--- config.mk ---
export PLATFORM = sky130hd
export DESIGN_NAME = pll_postdiv_bank
export DESIGN_NICKNAME = d
export VERILOG_FILES = /design/src/rtl/pll_postdiv_bank.sv
export SDC_FILE = /design/constraint.sdc
export NUM_CORES = 1
export LEC_CHECK = 0
export BUFFER_PORTS_ARGS = -buffer_cell sky130_fd_sc_hd__buf_4
export CAP_MARGIN = 5
export CELL_PAD_IN_SITES_DETAIL_PLACEMENT = 1
export CELL_PAD_IN_SITES_GLOBAL_PLACEMENT = 2
export CORE_UTILIZATION = 41
export CTS_CLUSTER_SIZE = 40
export DETAILED_ROUTE_END_ITERATION = 6
export PLACE_DENSITY = 0.92
export SLEW_MARGIN = 20
export SYNTH_ARGS = -nofsm -noshare
export SYNTH_HDL_FRONTEND = slang
export SYNTH_SLANG_ARGS = --single-unit
export TNS_END_PERCENT = 10
--- constraint.sdc ---
create_clock -name clk_vco -period 5.6 [get_ports clk_vco]
set_input_delay 0.84 -clock clk_vco [delete_from_list [all_inputs] [get_ports clk_vco]]
set_output_delay 0.84 -clock clk_vco [all_outputs]
set_load 0.005 [all_outputs]
--- src/rtl/pll_postdiv_bank.sv ---
module pll_postdiv_bank #(
  parameter int FW     = 8,
  parameter int BW     = 4,
  parameter int RW     = 12,
  parameter int T_SLOW = 125,
  parameter int T_MID  = 250,
  parameter int T_FAST = 600
) (
  input  logic          clk_vco,
  input  logic          rst_n,
  input  logic          en,
  input  logic          wr_byte,
  input  logic          wr_pix,
  input  logic          wr_rate,
  input  logic [FW-1:0] wdata,
  input  logic [RW-1:0] bit_mhz,
  output logic [FW-1:0] byte_field,
  output logic [FW-1:0] pix_field,
  output logic [BW-1:0] bit_field,
  output logic          bit_clk,
  output logic          byte_clk,
  output logic          pix_clk
);
  localparam int NDIV = 3;
  localparam logic [FW:0] BIT_MAX = (FW+1)'(1 << BW);

  logic [FW-1:0] byte_q, pix_q, rate_code;
  logic [FW:0]   byte_ratio, bit_ratio;
  logic [BW-1:0] bit_q;
  logic          run;
  logic [FW-1:0] fld [NDIV];
  logic [NDIV-1:0] dout;

  always_comb begin
    if (bit_mhz < RW'(T_SLOW))     rate_code = FW'(63);
    else if (bit_mhz < RW'(T_MID)) rate_code = FW'(31);
    else if (bit_mhz < RW'(T_FAST)) rate_code = FW'(15);
    else                           rate_code = FW'(7);
  end

  always_ff @(posedge clk_vco or negedge rst_n) begin
    if (!rst_n) begin
      byte_q <= FW'(7);
      pix_q  <= FW'(3);
      run    <= 1'b0;
    end else begin
      run <= en;
      if (wr_rate)      byte_q <= rate_code;
      else if (wr_byte) byte_q <= wdata;
      if (wr_pix)       pix_q  <= wdata;
    end
  end

  assign byte_ratio = {1'b0, byte_q} + (FW+1)'(1);
  assign bit_ratio  = byte_ratio >> 3;

  always_comb begin
    if (bit_ratio == '0)          bit_q = '0;
    else if (bit_ratio > BIT_MAX) bit_q = '1;
    else                          bit_q = BW'(bit_ratio - (FW+1)'(1));
  end

  assign fld[0] = {{(FW-BW){1'b0}}, bit_q};
  assign fld[1] = byte_q;
  assign fld[2] = pix_q;

  for (genvar i = 0; i < NDIV; i++) begin : g_div
    logic [FW-1:0] cnt, act, cnt_n, act_n;
    logic [FW:0]   hi_n;
    logic          term, q;

    assign term  = (cnt == act);
    assign cnt_n = term ? '0 : cnt + 1'b1;
    assign act_n = term ? fld[i] : act;
    assign hi_n  = ({1'b0, act_n} + (FW+1)'(2)) >> 1;

    always_ff @(posedge clk_vco or negedge rst_n) begin
      if (!rst_n) begin
        cnt <= '0;
        act <= '0;
        q   <= 1'b0;
      end else if (!en) begin
        cnt <= fld[i];
        act <= fld[i];
        q   <= 1'b0;
      end else begin
        cnt <= cnt_n;
        act <= act_n;
        q   <= ({1'b0, cnt_n} < hi_n);
      end
    end

    assign dout[i] = (act == '0) ? (clk_vco & run) : q;
  end

  assign byte_field = byte_q;
  assign pix_field  = pix_q;
  assign bit_field  = bit_q;
  assign bit_clk    = dout[0];
  assign byte_clk   = dout[1];
  assign pix_clk    = dout[2];
endmodule


==> results of run 1 <==
[metal layers]
metal | global-route usage, % | wire length (um) | vias up
li1 | - | - | 1826
met2 | 40.79 | 6773 | 99
met5 | 0 | 0 | -
met1 | 31.30 | 5991 | 1950
met3 | 8.239 | 615 | 29
met4 | 12.76 | 304 | 0
[power groups by stage]
| stage | combinational [W] | sequential, W | clock, W |
|---|---|---|---|
| final | 0.000866 | 0.000750 | 0.00106 |
| after global routing | 0.000979 | 0.000766 | 0.00111 |
| after CTS | 0.000877 | 0.000747 | 0.00108 |
| after detailed placement | 0.000840 | 0.000753 | 0.0000306 |
| after global placement | 0.000787 | 0.000745 | 0.0000306 |
| after floorplan | 0.000653 | 0.000678 | 0.0000164 |
[flip-flops by register name (all words and copies together), names as in the netlist]
signal and cells:
g_div.act 24, g_div.cnt 24, run 1, byte_field 8
g_div.q 3, pix_field 8
[synthesized netlist by cell type (2+ instances only)]
master,instances,share of area (%)
o31ai_1,5,0.79
nand2b_1,2,0.26
o2bb2ai_1,3,0.55
nand2_1,30,2.4
o311ai_0,2,0.37
and2_1,6,0.79
dfrtp_1,63,33
mux2_2,54,13
nor2b_1,7,0.92
a21oi_1,9,0.95
nor4_1,6,0.79
dfstp_2,5,2.8
and3_1,10,1.3
a21o_1,2,0.32
o31a_1,2,0.37
or3b_2,2,0.37
nor3_1,3,0.32
mux2i_1,10,2.1
a2111oi_0,2,0.37
o21ai_0,21,2.2
nor2_1,44,3.5
xnor2_1,47,8.7
clkbuf_1,13,1.0
nand4_1,14,1.8
xor2_1,20,3.7
ha_1,28,7.4
inv_1,10,0.79
nand3_1,27,2.9
o21ai_1,2,0.21
buf_2,8,0.84
or2_2,2,0.26
[cells in the final DEF (no fill, tap or decap), types with 3 or more instances in the layout]
cell,synthesis,routed
a21oi_1,9,9
and2_1,6,6
and3_1,10,10
buf_4,0,50
bufinv_16,0,4
clkbuf_16,0,19
dfrtp_1,63,63
dfstp_2,5,5
ha_1,28,28
inv_1,10,10
mux2_2,54,54
mux2i_1,10,10
nand2_1,30,30
nand3_1,27,27
nand4_1,14,14
nor2_1,44,44
nor2b_1,7,7
nor3_1,3,3
nor4_1,6,6
o21ai_0,21,21
o2bb2ai_1,3,3
o31ai_1,5,5
xnor2_1,47,47
xor2_1,20,20
[cells by family after synthesis]
| family | synth area share [%] |
|---|---|
| muxes | 14.94 |
| adders and majority gates | 7.390 |
| buffers and inverters | 2.824 |
| DFF | 36.03 |
| and+or+nand+nor | 16.97 |
| xor gates and xnor gates | 12.38 |
| AOI/OAI and AO/OA | 9.475 |
[area by class of cell]
cell class / instances / area, sq um / share of cell area (%)
Tap cell: 140 / 175.2 / 3.011
Sequential cell: 68 / 1708 / 29.35
Timing Repair Buffer: 47 / 352.8 / 6.065
Clock inverter: 6 / 136.4 / 2.344
Clock buffer: 24 / 505.5 / 8.688
Inverter: 11 / 41.29 / 0.7097
Multi-Input combinational cell: 382 / 2899 / 49.83
[worst paths after layout]
check,to,slack [ps],from
worst min-delay path,g_div[0].cnt[5],500,rst_n
max in group asynchronous,g_div[1].act[5],4490,rst_n
worst max-delay path,byte_clk,300,clk_vco
worst min register to register,g_div[2].act[0],570,g_div[2].act[0]
worst max register to register,g_div[0].q,1300,byte_field[3]
min in group clk_vco,g_div[2].act[0],570,g_div[2].act[0]
[critical path, stage by stage]
cell	delay [ps]
clkbuf_16	120
clkbuf_16	130
clkbuf_16	130
clkbuf_16	130
clkbuf_16	130
clkbuf_16	130
and2_0	170
clkbuf_16	160
clkbuf_16	130
mux2_2	280
buf_4	140
[through the flow]
step	std cells	instance area, sq um
final	678	5818
after global routing	678	5818
after CTS	678	5818
after detailed placement	651	5199
after global placement	651	5199
after floorplan	483	4741
==> metrics.cfg, run 1 <==
[floorplan]
effective_utilization_at_floorplan_pct=42.98
die-area_sq_um=12000
core.rowCount=38
placeable_core_area_sq_um=11030
die_width_um=109.5
vert_die_dim_um=109.5
top_level_ports=49

[route]
post_drt_via_cell_ratio=5.758
wire_length_after_detailed_routing_um=13690
detailed_route_drc_error_count=0
dr_total_vias=3904
drt_first_pass_iters=4
ant_nets=0
first_iter_violations=129
routedWlPerCell_um=20.18

[worst_setup_path]
path_class=clock port to output port
arrival_ps=4460
timing.critical_path.required_ps=4760
timing.reg2reg.worst_path_depth=17
setup.worst_path.start_class=clock port
worstPathMaxFanout=2
cp-end-kind=output port

[sta]
max_slew_headroom_pct=40.25
hold_ws_ps=501.6
worst_pin_slew_ps=896.2
report.final.setup_viol=0
setup-tns-final_ps=0
post-route-worst-setup-slack_ps=297.0
grt_setup_unrepaired=no
hold_violations_final=0
timing.clock.skew_ps=9.779
timing_max_transition_violations_final=0

[pwr]
peak_ir_drop_on_the_vdd_network_mv=0.1858
swShare_pct=34.11
p_comb_share_pct=32.3
power.sequential.fraction_pct=28.0
power.density_cell_area_nw_per_um2=460.3
power.internal_w=0.001764
pwr-share-clk_pct=39.7
p_total_w=0.002678
leak_pwr_nw=2.445
power_switching_w=0.0009135

[place]
detailed_placement_wirelength_estimate_um=9342
io_buffers=48
dpl_worst_slack_ps=1383
place.gp.congestion=0.8871

[cells_and_area]
num-fill-cells=1254
area.growth.synth_to_final_pct=22.72
finalCoreUtilization_pct=52.75
layout-drive-gt1-share_pct=27.32
diodes=0
finalNetCount=586

[grt]
grt_max_degree=69
via_count_of_the_first_global_routing_pass=4348
grt_antenna_before_repair=0
grt_pass1_wl_um=22670
grt-ovfl-total=0
globalRouteTotalUtil_pct=25.67

[clocking]
cts_tree=built
post-cts-setup-buffers=0
clkLatencyLatePin_ps=450
cts.repair.resized=0
cts_hold_buffers=0
clk_pin_slew_worst_paths_ps=60

[synth]
synthDistinctLibCells=55
syn_inst=483
syn_nets=537
ys_seq_elements=68
synth-edff-count=0
synth_ff_type=dfrtp_1
synth_warnings=0
synth_seq_area_share_pct=36.03
synth-async-reset-ratio_pct=100.0
post_synth_instance_area_sq_um=4741
syn_area_per_cell_sq_um=9.815

[outcome]
status=completed

[job]
timing.max_cap.violations=0

[worst_hold_path]
worstHoldPathType=primary input to async pin

Power figures use the tool's default switching activity.
==> run 2, diff against run 1 <==
Settings changed: MAX_ROUTING_LAYER set to met4.
==> run 2 against run 1 <==
Final cell count stayed put. Global-route usage is 0.78 points higher. Non-clock buffer count stayed put. Utilization stayed put.
==> metrics.cfg, run 2 (synthesized netlist as in run 1, its figures left out) <==
[floorplan]
die-area_sq_um=12000
placeable_core_area_sq_um=11030
vert_die_dim_um=109.5
effective_utilization_at_floorplan_pct=42.98
die_width_um=109.5
top_level_ports=49
core.rowCount=38

[place]
place.gp.congestion=0.9020
io_buffers=48
number_of_cells_in_the_design_after_placement=651
detailed_placement_wirelength_estimate_um=9342
dpl_cell_area_sq_um=5199

[worst_hold_path]
worstHoldPathType=primary input to async pin

[pwr]
power_switching_w=0.0009135
swShare_pct=34.11
leak_pwr_nw=2.445
power.density_cell_area_nw_per_um2=460.3
peak_ir_drop_on_the_vdd_network_mv=0.1855
power.sequential.fraction_pct=28.0
p_comb_share_pct=32.3
pwr-share-clk_pct=39.7
power.internal_w=0.001764

[sta]
max_slew_headroom_pct=40.57
setup-tns-final_ps=0
hold_violations_final=0
timing.clock.skew_ps=8.357
timing_max_transition_violations_final=0
grt_setup_unrepaired=no
report.final.setup_viol=0
worst_pin_slew_ps=891.4

[grt]
via_count_of_the_first_global_routing_pass=4332
grt-ovfl-total=0
grt_antenna_before_repair=0
grt_pass1_wl_um=22690
globalRouteTotalUtil_pct=26.45
grt_max_degree=69

[worst_setup_path]
timing.critical_path.required_ps=4760
timing.critical_path.slowest_cell_delay_ps=280
worstPathMaxFanout=2
cpMostUsedCell=clkbuf_16
cp-end-kind=output port
path_class=clock port to output port
worst_path_max_delay_cell=mux2_2
critical_path.cell_chain=clkbuf_16 > clkbuf_16 > clkbuf_16 > clkbuf_16 > clkbuf_16 > clkbuf_16 > and2_0 > clkbuf_16 > clkbuf_16 > mux2_2 > buf_4
setup.worst_path.start_class=clock port
arrival_ps=4460

[clocking]
clkLatencyLatePin_ps=450
cts_hold_buffers=0
cts.repair.resized=0
clk_pin_slew_worst_paths_ps=60
cts_tree=built
post-cts-setup-buffers=0

[cells_and_area]
layout_commonest_cell=dfrtp_1
layout-drive-gt1-share_pct=27.32
instances_no_fill=678
final_design_area_no_fill_sq_um=5818
most-common-layout-cells=63 x dfrtp_1, 54 x mux2_2, 50 x buf_4
finalNetCount=586
num-fill-cells=1254
area.growth.synth_to_final_pct=22.72
diodes=0
largest_registers=g_div.act (24), g_div.cnt (24)

[route]
dr_total_vias=3933
post_drt_via_cell_ratio=5.801
routedWlPerCell_um=20.18
drt_first_pass_iters=4
detailed_route_drc_error_count=0
wire_length_after_detailed_routing_um=13680
ant_nets=0
first_iter_violations=134

[job]
timing.max_cap.violations=0

[outcome]
status=completed

-- run 2: power by group through the flow --
stage / registers [W] / clock network [W] / logic [W]
after floorplan: 0.000678 / 0.0000164 / 0.000653
after CTS: 0.000747 / 0.00108 / 0.000877
after detailed placement: 0.000753 / 0.0000306 / 0.000840
after global routing: 0.000766 / 0.00111 / 0.000979
final: 0.000750 / 0.00106 / 0.000866
after global placement: 0.000745 / 0.0000306 / 0.000787
-- run 2: critical path: cells and delay by family --
kind          cells  cell delay (ps)
buf+inv           9             1200
mux               1              280
simple gates      1              170
-- run 2: worst paths after layout --
kind	start	end	slack (ps)	depth (start not counted)
max reg2reg	byte_field[3]	g_div[0].q	1300	16
max in group asynchronous	rst_n	g_div[1].act[5]	4510	1
max	clk_vco	byte_clk	300	11
min in group clk_vco	g_div[2].act[0]	g_div[2].act[0]	570	1
min	rst_n	g_div[0].cnt[5]	480	1
min reg2reg	g_div[2].act[0]	g_div[2].act[0]	570	1
-- run 2: final cells by class --
type | count | area, sq um | area share (%)
clock inverters | 6 | 136.4 | 2.344
well taps | 140 | 175.2 | 3.011
clock buffers | 24 | 505.5 | 8.688
flip-flops and latches | 68 | 1708 | 29.35
inverters | 11 | 41.29 | 0.7097
repair buffers | 47 | 352.8 | 6.065
multi-input cells | 382 | 2899 | 49.83
-- run 2: routing by layer --
layer / up-vias / part of all wire, % / global-route usage (%)
li1: 1830 / - / -
met1: 1959 / 44 / 31.53
met2: 112 / 49 / 40.79
met3: 32 / 4.6 / 8.062
met4: 0 / 2.0 / 12.67
met5: - / 0 / -
-- run 2: stage by stage --
step	total power (W)	setup WS [ps]	hold WS, ps	util (%)
global placement	0.001563	1428	545.5	47.13
detailed placement	0.001624	1383	551.8	47.13
floorplan	0.001347	1543	516.7	-
CTS	0.002708	269.7	547.8	52.75
global route	0.002853	256.4	582.5	52.75
finish	0.002678	297.9	479.2	52.75
